## src/rtl/pwr_comb_pkg.sv

```systemverilog
package pwr_comb_pkg;

  typedef enum logic [1:0] {
    APP_ACT   = 2'd0,
    APP_SLEEP = 2'd1,
    APP_LPDS  = 2'd2,
    APP_HIB   = 2'd3
  } app_mode_t;

  typedef enum logic [1:0] {
    NET_ACT  = 2'd0,
    NET_LPDS = 2'd1,
    NET_OFF  = 2'd2,
    NET_RSVD = 2'd3
  } net_mode_t;

  typedef enum logic [1:0] {
    CHIP_ACT  = 2'd0,
    CHIP_LPDS = 2'd1,
    CHIP_HIB  = 2'd2
  } chip_mode_t;

  // Two-subsystem resolution table
  function automatic chip_mode_t resolve_chip(app_mode_t app, net_mode_t net);
    chip_mode_t r;
    case (app)
      APP_ACT, APP_SLEEP: r = CHIP_ACT;
      APP_LPDS: r = (net == NET_LPDS || net == NET_OFF) ? CHIP_LPDS : CHIP_ACT;
      default: r = CHIP_HIB;
    endcase
    return r;
  endfunction

  // A hibernate entry needs a silent network side
  function automatic logic hib_allowed(net_mode_t net);
    return net == NET_OFF;
  endfunction

endpackage

```

## src/rtl/pwr_wake_qual.sv

```systemverilog
module pwr_wake_qual
  import pwr_comb_pkg::*;
#(
  parameter int N_GPIO     = 8,
  parameter int N_HIB_GPIO = 7,
  localparam int WAKE_W    = N_GPIO + 3
) (
  input  logic              clk,
  input  logic              rst_n,
  input  app_mode_t         app_mode,
  input  logic [WAKE_W-1:0] wake_evt,
  input  logic [WAKE_W-1:0] en_sleep,
  input  logic [WAKE_W-1:0] en_lpds,
  input  logic [WAKE_W-1:0] en_hib,
  output logic [WAKE_W-1:0] wake_sel,
  output logic              wake_hit
);

  localparam int IDX_TIMER = 0;
  localparam int IDX_RTC   = 1;
  localparam int IDX_GPIO0 = 2;
  localparam int IDX_PERIPH = IDX_GPIO0 + N_GPIO;

  // Sources a mode may ever be woken by
  function automatic logic [WAKE_W-1:0] allow_mask(app_mode_t m);
    logic [WAKE_W-1:0] a;
    a = '0;
    case (m)
      APP_SLEEP: a = '1;
      APP_LPDS: begin
        a[IDX_RTC] = 1'b1;
        for (int i = 0; i < N_GPIO; i++) a[IDX_GPIO0 + i] = 1'b1;
      end
      APP_HIB: begin
        a[IDX_RTC] = 1'b1;
        for (int i = 0; i < N_HIB_GPIO; i++) a[IDX_GPIO0 + i] = 1'b1;
      end
      default: a = '0;
    endcase
    return a;
  endfunction

  logic [WAKE_W-1:0] en_cur;
  logic [WAKE_W-1:0] allow_cur;

  always_comb begin
    case (app_mode)
      APP_SLEEP: en_cur = en_sleep;
      APP_LPDS:  en_cur = en_lpds;
      APP_HIB:   en_cur = en_hib;
      default:   en_cur = '0;
    endcase
  end

  assign allow_cur = allow_mask(app_mode);
  assign wake_sel  = wake_evt & en_cur & allow_cur;
  assign wake_hit  = |wake_sel;

  // no wake is counted in active mode
  p_no_hit_active_r9: assert property (@(posedge clk) disable iff (!rst_n)
    wake_hit |-> app_mode != APP_ACT);

  // the fast timer and the peripheral can wake only from sleep
  p_timer_sleep_only_r6: assert property (@(posedge clk) disable iff (!rst_n)
    (wake_sel[IDX_TIMER] || wake_sel[IDX_PERIPH]) |-> app_mode == APP_SLEEP);

  // in hibernate a counted wake is always in the permitted band
  p_hib_band_r8: assert property (@(posedge clk) disable iff (!rst_n)
    (app_mode == APP_HIB && wake_hit) |-> (wake_sel[IDX_PERIPH] == 1'b0 && wake_sel[IDX_TIMER] == 1'b0));

endmodule

```

## src/rtl/pwr_mode_ctrl.sv

```systemverilog
module pwr_mode_ctrl
  import pwr_comb_pkg::*;
#(
  parameter int BANKS = 4
) (
  input  logic             clk,
  input  logic             rst_n,
  input  logic             req_valid,
  input  app_mode_t        req_mode,
  input  net_mode_t        net_state,
  input  logic [BANKS-1:0] ret_sel,
  input  logic             wake_hit,
  output app_mode_t        app_mode,
  output logic [BANKS-1:0] ret_hold,
  output logic             hib_err,
  output logic             wake_req,
  output logic             req_take,
  output logic             hib_refuse
);

  logic in_active;
  logic is_hib_req;
  logic wake_take;

  assign in_active  = (app_mode == APP_ACT);
  assign is_hib_req = (req_mode == APP_HIB);
  assign hib_refuse = req_valid && in_active && is_hib_req && !hib_allowed(net_state);
  assign req_take   = req_valid && in_active && !hib_refuse;
  assign wake_take  = !in_active && wake_hit;

  always_ff @(posedge clk or negedge rst_n) begin
    if (!rst_n) begin
      app_mode <= APP_ACT;
      ret_hold <= '1;
      hib_err  <= 1'b0;
      wake_req <= 1'b0;
    end else begin
      wake_req <= wake_take;
      if (wake_take) begin
        app_mode <= APP_ACT;
      end else if (req_take) begin
        app_mode <= req_mode;
        if (req_mode == APP_LPDS) ret_hold <= ret_sel;
      end
      if (hib_refuse) hib_err <= 1'b1;
    end
  end

  // the error flag never clears outside reset
  p_err_sticky_r3: assert property (@(posedge clk) disable iff (!rst_n)
    hib_err |=> hib_err);

  // a refused request leaves the mode active
  p_refuse_stay_r3: assert property (@(posedge clk) disable iff (!rst_n)
    hib_refuse |=> app_mode == APP_ACT && hib_err);

  // hibernate is entered only with the network side off
  p_hib_entry_r3: assert property (@(posedge clk) disable iff (!rst_n)
    (req_take && is_hib_req) |-> net_state == NET_OFF);

  // without a wake, a low-power mode does not move
  p_lowpower_hold_r2: assert property (@(posedge clk) disable iff (!rst_n)
    (!in_active && !wake_hit) |=> $stable(app_mode));

  // the wake pulse lands with the return to active and lasts one cycle
  p_wake_active_r9: assert property (@(posedge clk) disable iff (!rst_n)
    wake_req |-> app_mode == APP_ACT);
  p_wake_pulse_r9: assert property (@(posedge clk) disable iff (!rst_n)
    wake_req |=> !wake_req);

endmodule

```

## src/rtl/pwr_chip_resolve.sv

```systemverilog
module pwr_chip_resolve
  import pwr_comb_pkg::*;
#(
  parameter int BANKS = 4
) (
  input  logic             clk,
  input  logic             rst_n,
  input  app_mode_t        app_mode,
  input  net_mode_t        net_state,
  input  logic [BANKS-1:0] ret_hold,
  output chip_mode_t       chip_state,
  output logic             clk_gate_en,
  output logic             pwr_gate_en,
  output logic [BANKS-1:0] ret_mask
);

  assign chip_state  = resolve_chip(app_mode, net_state);
  assign clk_gate_en = (app_mode != APP_ACT);
  assign pwr_gate_en = (chip_state != CHIP_ACT);

  for (genvar b = 0; b < BANKS; b++) begin : g_bank
    always_comb begin
      case (app_mode)
        APP_LPDS: ret_mask[b] = ret_hold[b];
        APP_HIB:  ret_mask[b] = 1'b0;
        default:  ret_mask[b] = 1'b1;
      endcase
    end
  end

  // power gating never happens with clocks running
  p_gate_order_r5: assert property (@(posedge clk) disable iff (!rst_n)
    pwr_gate_en |-> clk_gate_en);

  // hibernate keeps no memory bank
  p_hib_no_ret_r10: assert property (@(posedge clk) disable iff (!rst_n)
    chip_state == CHIP_HIB |-> ret_mask == '0);

  // hibernate is never seen with network activity
  p_hib_net_off_r4: assert property (@(posedge clk) disable iff (!rst_n)
    chip_state == CHIP_HIB |-> net_state == NET_OFF);

endmodule

```

## src/rtl/pwr_state_combiner.sv

```systemverilog
module pwr_state_combiner
  import pwr_comb_pkg::*;
#(
  parameter int MEM_KB     = 256,
  parameter int GRAN_KB    = 64,
  parameter int N_GPIO     = 8,
  parameter int N_HIB_GPIO = 7,
  localparam int BANKS     = MEM_KB / GRAN_KB,
  localparam int WAKE_W    = N_GPIO + 3
) (
  input  logic              clk,
  input  logic              rst_n,
  input  logic              req_valid,
  input  logic [1:0]        req_mode,
  input  logic [1:0]        net_state,
  input  logic [BANKS-1:0]  ret_sel,
  input  logic [WAKE_W-1:0] wake_evt,
  input  logic [WAKE_W-1:0] wake_en_sleep,
  input  logic [WAKE_W-1:0] wake_en_lpds,
  input  logic [WAKE_W-1:0] wake_en_hib,
  output logic [1:0]        chip_state,
  output logic              clk_gate_en,
  output logic              pwr_gate_en,
  output logic              wake_req,
  output logic              hib_err,
  output logic [BANKS-1:0]  ret_mask
);

  app_mode_t         app_mode;
  net_mode_t         net_m;
  app_mode_t         req_m;
  chip_mode_t        chip_m;
  logic [BANKS-1:0]  ret_hold;
  logic [WAKE_W-1:0] wake_sel;
  logic              wake_hit;
  logic              req_take;
  logic              hib_refuse;

  assign net_m      = net_mode_t'(net_state);
  assign req_m      = app_mode_t'(req_mode);
  assign chip_state = chip_m;

  pwr_wake_qual #(.N_GPIO(N_GPIO), .N_HIB_GPIO(N_HIB_GPIO)) u_wake (
    .clk      (clk),
    .rst_n    (rst_n),
    .app_mode (app_mode),
    .wake_evt (wake_evt),
    .en_sleep (wake_en_sleep),
    .en_lpds  (wake_en_lpds),
    .en_hib   (wake_en_hib),
    .wake_sel (wake_sel),
    .wake_hit (wake_hit)
  );

  pwr_mode_ctrl #(.BANKS(BANKS)) u_mode (
    .clk        (clk),
    .rst_n      (rst_n),
    .req_valid  (req_valid),
    .req_mode   (req_m),
    .net_state  (net_m),
    .ret_sel    (ret_sel),
    .wake_hit   (wake_hit),
    .app_mode   (app_mode),
    .ret_hold   (ret_hold),
    .hib_err    (hib_err),
    .wake_req   (wake_req),
    .req_take   (req_take),
    .hib_refuse (hib_refuse)
  );

  pwr_chip_resolve #(.BANKS(BANKS)) u_resolve (
    .clk         (clk),
    .rst_n       (rst_n),
    .app_mode    (app_mode),
    .net_state   (net_m),
    .ret_hold    (ret_hold),
    .chip_state  (chip_m),
    .clk_gate_en (clk_gate_en),
    .pwr_gate_en (pwr_gate_en),
    .ret_mask    (ret_mask)
  );

  // a taken request and a wake never coincide
  p_req_wake_excl_r2: assert property (@(posedge clk) disable iff (!rst_n)
    !(req_take && wake_hit));

  // a counted wake event comes out as a pulse on the next cycle
  p_hit_to_pulse_r9: assert property (@(posedge clk) disable iff (!rst_n)
    (wake_hit && app_mode != APP_ACT) |=> wake_req);

  // wake selection is empty whenever the mode is active
  p_sel_empty_active_r1: assert property (@(posedge clk) disable iff (!rst_n)
    app_mode == APP_ACT |-> wake_sel == '0);

endmodule

```

## config.mk

```make
export PLATFORM = sky130hd
export DESIGN_NAME = pwr_state_combiner
export DESIGN_NICKNAME = d
export VERILOG_FILES = /design/src/rtl/pwr_comb_pkg.sv /design/src/rtl/pwr_wake_qual.sv /design/src/rtl/pwr_mode_ctrl.sv /design/src/rtl/pwr_chip_resolve.sv /design/src/rtl/pwr_state_combiner.sv
export SDC_FILE = /design/constraint.sdc
export NUM_CORES = 1
export LEC_CHECK = 0
export BUFFER_PORTS_ARGS = -buffer_cell sky130_fd_sc_hd__buf_2
export CAP_MARGIN = 10
export CORE_MARGIN = 1
export CORE_UTILIZATION = 39
export CTS_CLUSTER_DIAMETER = 120
export DETAILED_ROUTE_END_ITERATION = 16
export GPL_TIMING_DRIVEN = 1
export PLACE_DENSITY = 0.8
export SYNTH_ARGS = -nofsm -noshare
export SYNTH_HDL_FRONTEND = slang
export SYNTH_SLANG_ARGS = --single-unit
export TNS_END_PERCENT = 100
```

## constraint.sdc

```tcl
create_clock -name clk -period 4.4 [get_ports clk]
set_clock_uncertainty 0.1 [all_clocks]
set_input_delay 0.44 -clock clk [delete_from_list [all_inputs] [get_ports clk]]
set_output_delay 0.44 -clock clk [all_outputs]
set_load 0.03 [all_outputs]
```

### Word level (Yosys, flattened, before mapping)

Cells that the tools add are included.

* output and inout bits: 10
* input port bits: 55
* bits in registers: 8

* reduce and logical (&&, ||, !) cells: 18
* muxes and demuxes: 12
* equality and inequality tests: 7
* bitwise logic cells: 3

Operators with widths (number)
* 11-bit one-hot mux with 3 select lines: 1
* 11-bit bitwise AND: 2
* 11-bit OR reduction: 1
* 2-bit == test (second input constant): 5
* 8-bit two-way mux: 1
* 1-bit one-hot mux with 2 select lines: 4
* 2-bit nonzero test: 3
* 1-bit logical AND: 5
* 2-bit by 1-bit == test with 1-bit output (second input constant): 2
* 2-bit two-way mux: 2
* 2-bit one-hot mux with 2 select lines: 1
* 2-bit OR reduction: 2
* 1-bit logical NOT: 3
* 1-bit two-way mux: 3
* 3-bit AND reduction: 1
* 3-bit OR reduction: 1
* 2-bit logical NOT: 1
* 1-bit logical OR: 1
* 1-bit NOT: 1

### Longest topological paths before layout

* depth after elaboration: 8
* gate-level depth with buffers: 7
* gate-level depth less buffers: 6

### Hierarchy

A second synthesis with hierarchy kept.

* cells, all modules: 84
* area total of the unflattened synthesis: 759.5 um^2

By module, submodules not included
* pwr_mode_ctrl: sequential area each 205.2 um^2, cells each 28, times used 1, area an instance 352.8 um^2
* pwr_wake_qual: sequential area each 0.0 um^2, cells each 42, times used 1, area an instance 326.6 um^2
* pwr_chip_resolve: sequential area each 0.0 um^2, cells each 14, times used 1, area an instance 80.1 um^2

### Least setup slack after synthesis

No wires, ideal clock.

* kind: reg2out
* start point: reg u_mode.app_mode[0]
* end point: out pwr_gate_en
* arrival: 1.864 ns
* path buffers: 1
* stages on the path, launching flop included: 6
* path slack: 1.996 ns
* cells stage by stage: dfrtp_1 inv_1 ha_1 clkbuf_1 nor2b_1 or2_2

* longest elaborated chain between the ends: 4
* elaborated cells between the ends (all ways): 6
* classes of those cells: eq/ne (2); mux (1); reduce/logical (3)

RTL lines
* start: declaration: RTL line pwr_mode_ctrl.sv:13 `output app_mode_t app_mode,`
* start signal: assignment: RTL line pwr_mode_ctrl.sv:42 `app_mode <= req_mode;`
* 2-bit by 1-bit == test with 1-bit output or 2-bit logical NOT (tied branches): RTL line pwr_comb_pkg.sv:26 `case (app)`
* 2-bit OR reduction: RTL line pwr_comb_pkg.sv:26
* 2-bit one-hot mux with 2 select lines (*): RTL line pwr_comb_pkg.sv:26
* via chip_state[0]: RTL line pwr_state_combiner.sv:21 `output logic [1:0] chip_state,`
* 2-bit nonzero test (*): RTL line pwr_chip_resolve.sv:19 `assign pwr_gate_en = (chip_state != CHIP_ACT);`
* end: declaration: RTL line pwr_state_combiner.sv:23 `output logic pwr_gate_en,`

Mark *: on every way through the listed nets, which the timed path passes. The rest lies on a longest branch.

### Final worst setup path

* start point: reg u_mode.app_mode[0]
* end point: reg u_mode.app_mode[0]

* longest elaborated chain between the ends: 7
* elaborated cells between the ends (all ways): 22
* classes of those cells: eq/ne (3); mux (5); bitwise (2); reduce/logical (12)

RTL lines
* 2-bit == test (tied with other cells): RTL line pwr_wake_qual.sv:28, pwr_wake_qual.sv:47
* 11-bit one-hot mux with 3 select lines (tied with other cells): RTL line pwr_wake_qual.sv:47 `case (app_mode)`
* 11-bit bitwise AND (tied with other cells): RTL line pwr_wake_qual.sv:56 `assign wake_sel = wake_evt & en_cur & allow_cur;`
* 11-bit bitwise AND or 1-bit logical AND (tied branches): RTL line pwr_wake_qual.sv:56, pwr_mode_ctrl.sv:27
* 11-bit OR reduction or 1-bit logical NOT (tied branches): RTL line pwr_wake_qual.sv:57, pwr_mode_ctrl.sv:28
* 1-bit logical AND (on tied branches): RTL line pwr_mode_ctrl.sv:29, pwr_mode_ctrl.sv:28
* 2-bit two-way mux or 2-bit nonzero test (tied branches)

Several ways; a longest one is shown, not always the timed one.
A chain may end at the register's enable or synchronous reset.

==> out/metrics.yaml <==
cp_slowest_cell: "or4b_4"
finalWeightedCongestion: 0.8112
finalPower_uw: 538.3
final.setup.tns_ns: 0
viasPerCell: 5.173
clock-sinks: 8
synth.distinct_cells: 31
drc: 0
pin_count: 65
cts_max_level: 1
cellLeakagePower_nw: 0.5907
rsz0062_at_grt: "false"
drt-wirelength-per-cell_um: 12.15
final_max_slew_viol_count: 0
synthAdderAreaFrac_pct: 10.45
hold-path-cell-count: 2
syn-cell-area_um2: 718.2
utilization_pct: 62.90
grt_antenna_before_repair: 0
cts_buffers: 3
clock.fmax_mhz: 396.4
worst_pin_slew_ns: 0.5692
ys_ff_latch: 8
cp-end-kind: "flop"
synthSimpleGateAreaFrac_pct: 9.930
dpl.hpwl_um: 1670
synth-async-reset-ratio_pct: 100.0
drv_cap: 0
drive_gt1_share_pct: 55.24
grt_max_degree: 17
multi_input_area_um2: 432.9
grt_pass1_vias: 724
grt_pass1_wl_um: 2898
overflow: 0
grt_usage_pct: 19.73
syn_avg_cell_area_um2: 9.327
drt_iter0_drc: 53
critPathLaunchType: "flop"
die_height_um: 44.91
clk_pin_slew_ns: 0.06
synthCells: 77
worstPathCellList: "inv_1, ha_1, a222oi_1, o22ai_1, or4b_4, o41ai_1"
vias: 869
dr.max_layer_used: "met3"
irDropWorstVdd_uv: 367.1
yosysSeqAreaShare_pct: 28.57
layout_common_cells: "64 x buf_2, 16 x inv_1, 8 x a222oi_1, 6 x ha_1"
synthFlopType: "dfstp_2"
crit_required_ns: 4.44
ant_nets: 0
fin_crit_ns: 2.523
wl_met3_um: 104
insertedDiodeCount: 0
cts-root-buf: "clkbuf_4"
synth-edff-count: 0
port_buffers: 64
clock_latency_ns: 0.25
p_per_area_nw_per_um2: 495.6
start_util_pct: 41.59
area_growth_pct: 51.22
critPathKind: "flop to flop"
fin_crit_sh_pct: 57.34
nFillCells: 157
r2r_slack_ns: 1.88
postCtsResizedCells: 0
path_max_fanout: 16
syn_nets: 138
tritoncts: "yes"
rows: 15
drt-total-wl_um: 2042
finalSetupViolCount: 0
hold_path_class: "input port to flop"
arrival_ns: 2.57
route.met2.wl_um: 1019
muxShareOfSynthArea_pct: 6.272
clock_path_buffers: 2
maxSlewHeadroom_pct: 62.05
hold_violations: 0
final_common_cell: "buf_2"
finalNetCount: 205
core_um2: 1727
synth_top_family_by_area: "compound AO/OA/AOI/OAI gates"
die_w_um: 44.91
synth_xor_area_share_pct: 0
die_area_um2: 2017
dr.pass1.iters: 5
cpPeakStageDelay_ns: 0.57
r2r_cells: 6
synth_compound_area_share_pct: 33.62
status: "complete, no violations"
register_area_um2: 205.2
yosysWarnings: 0
wl_met1_um: 918
[stage by stage]
| stage | setup slack, ns | hold slack, ns | instances | area, um2 |
|---|---|---|---|---|
| finish | 1.877 | 0.3224 | 168 | 1086 |
| global route | 1.715 | 0.3247 | 168 | 1086 |
| CTS | 1.855 | 0.3238 | 168 | 1086 |
| detailed placement | 1.864 | 0.1859 | 163 | 1050 |
| global placement | 1.996 | 0.1835 | 163 | 1050 |
| floorplan | 1.996 | 0.04441 | 77 | 718.2 |
[routing by layer]
metal / vias up / GRT usage (%)
met1: 402 / 26.01
li1: 429 / -
met2: 38 / 30.88
met4: 0 / 9.091
met3: 0 / 4.400
met5: - / 0
[critical path: cells and delay by family (launching register included)]
kind,cells,cell delay (ns)
AOI/OAI and AO/OA,3,0.78
adders and majority gates,1,0.41
buffers and inverters,1,0.11
DFF,1,0.44
and+or+nand+nor,1,0.57
[cell usage after synthesis, drive strengths merged (3+ instances only)]
cell / count / area, um2
a22o: 3 / 27.53
nor2b: 3 / 21.27
dfrtp: 4 / 100.1
inv: 16 / 60.06
ha: 6 / 75.07
o22ai: 3 / 18.77
a222oi: 8 / 80.08
mux2: 4 / 45.04
dfstp: 4 / 105.1
a21oi: 4 / 20.02
[layout make-up]
class	instances	share of cell area, %
Timing Repair Buffer	65	30.41
Clock buffer	4	2.419
Multi-Input combinational cell	50	39.86
Tap cell	25	2.880
Inverter	16	5.530
Sequential cell	8	18.89
[what timing repair did]
item,CTS,global route
endpoints found under the hold margin,4,0
hold buffers,1,0
setup buffers,0,0
[sequential cells by signal (all words and copies together), names as in the netlist]
register         count
u_mode.app_mode      2
u_mode.ret_hold      4
u_mode.wake_req      1
u_mode.hib_err       1
[final timing paths]
path	startpoint	end
max in group asynchronous	rst_n	u_mode.ret_hold[2]$_DFFE_PN1P_
hold reg to reg	u_mode.hib_err$_DFFE_PN0P_	u_mode.hib_err$_DFFE_PN0P_
min in group asynchronous	rst_n	u_mode.wake_req$_DFF_PN0_
setup reg to reg	u_mode.app_mode[0]$_DFFE_PN0P_	u_mode.app_mode[0]$_DFFE_PN0P_
setup / recovery	u_mode.app_mode[0]$_DFFE_PN0P_	u_mode.app_mode[0]$_DFFE_PN0P_
hold / removal	ret_sel[1]	u_mode.ret_hold[1]$_DFFE_PN1P_
[where the power goes]
part,internal [mW],switching (mW),leakage (nW)
combinational,0.145,0.198,0.486
sequential,0.116,0.0205,0.0901
clock,0.0346,0.0242,0.0150
total,0.296,0.243,0.591
[cells by family after synthesis]
group / Yosys count
AOI/OAI and AO/OA: 29
buffers and inverters: 19
and+or+nand+nor: 11
DFF: 8
adders and majority gates: 6
muxes: 4
Note: power is estimated with default switching activity, not from simulation.
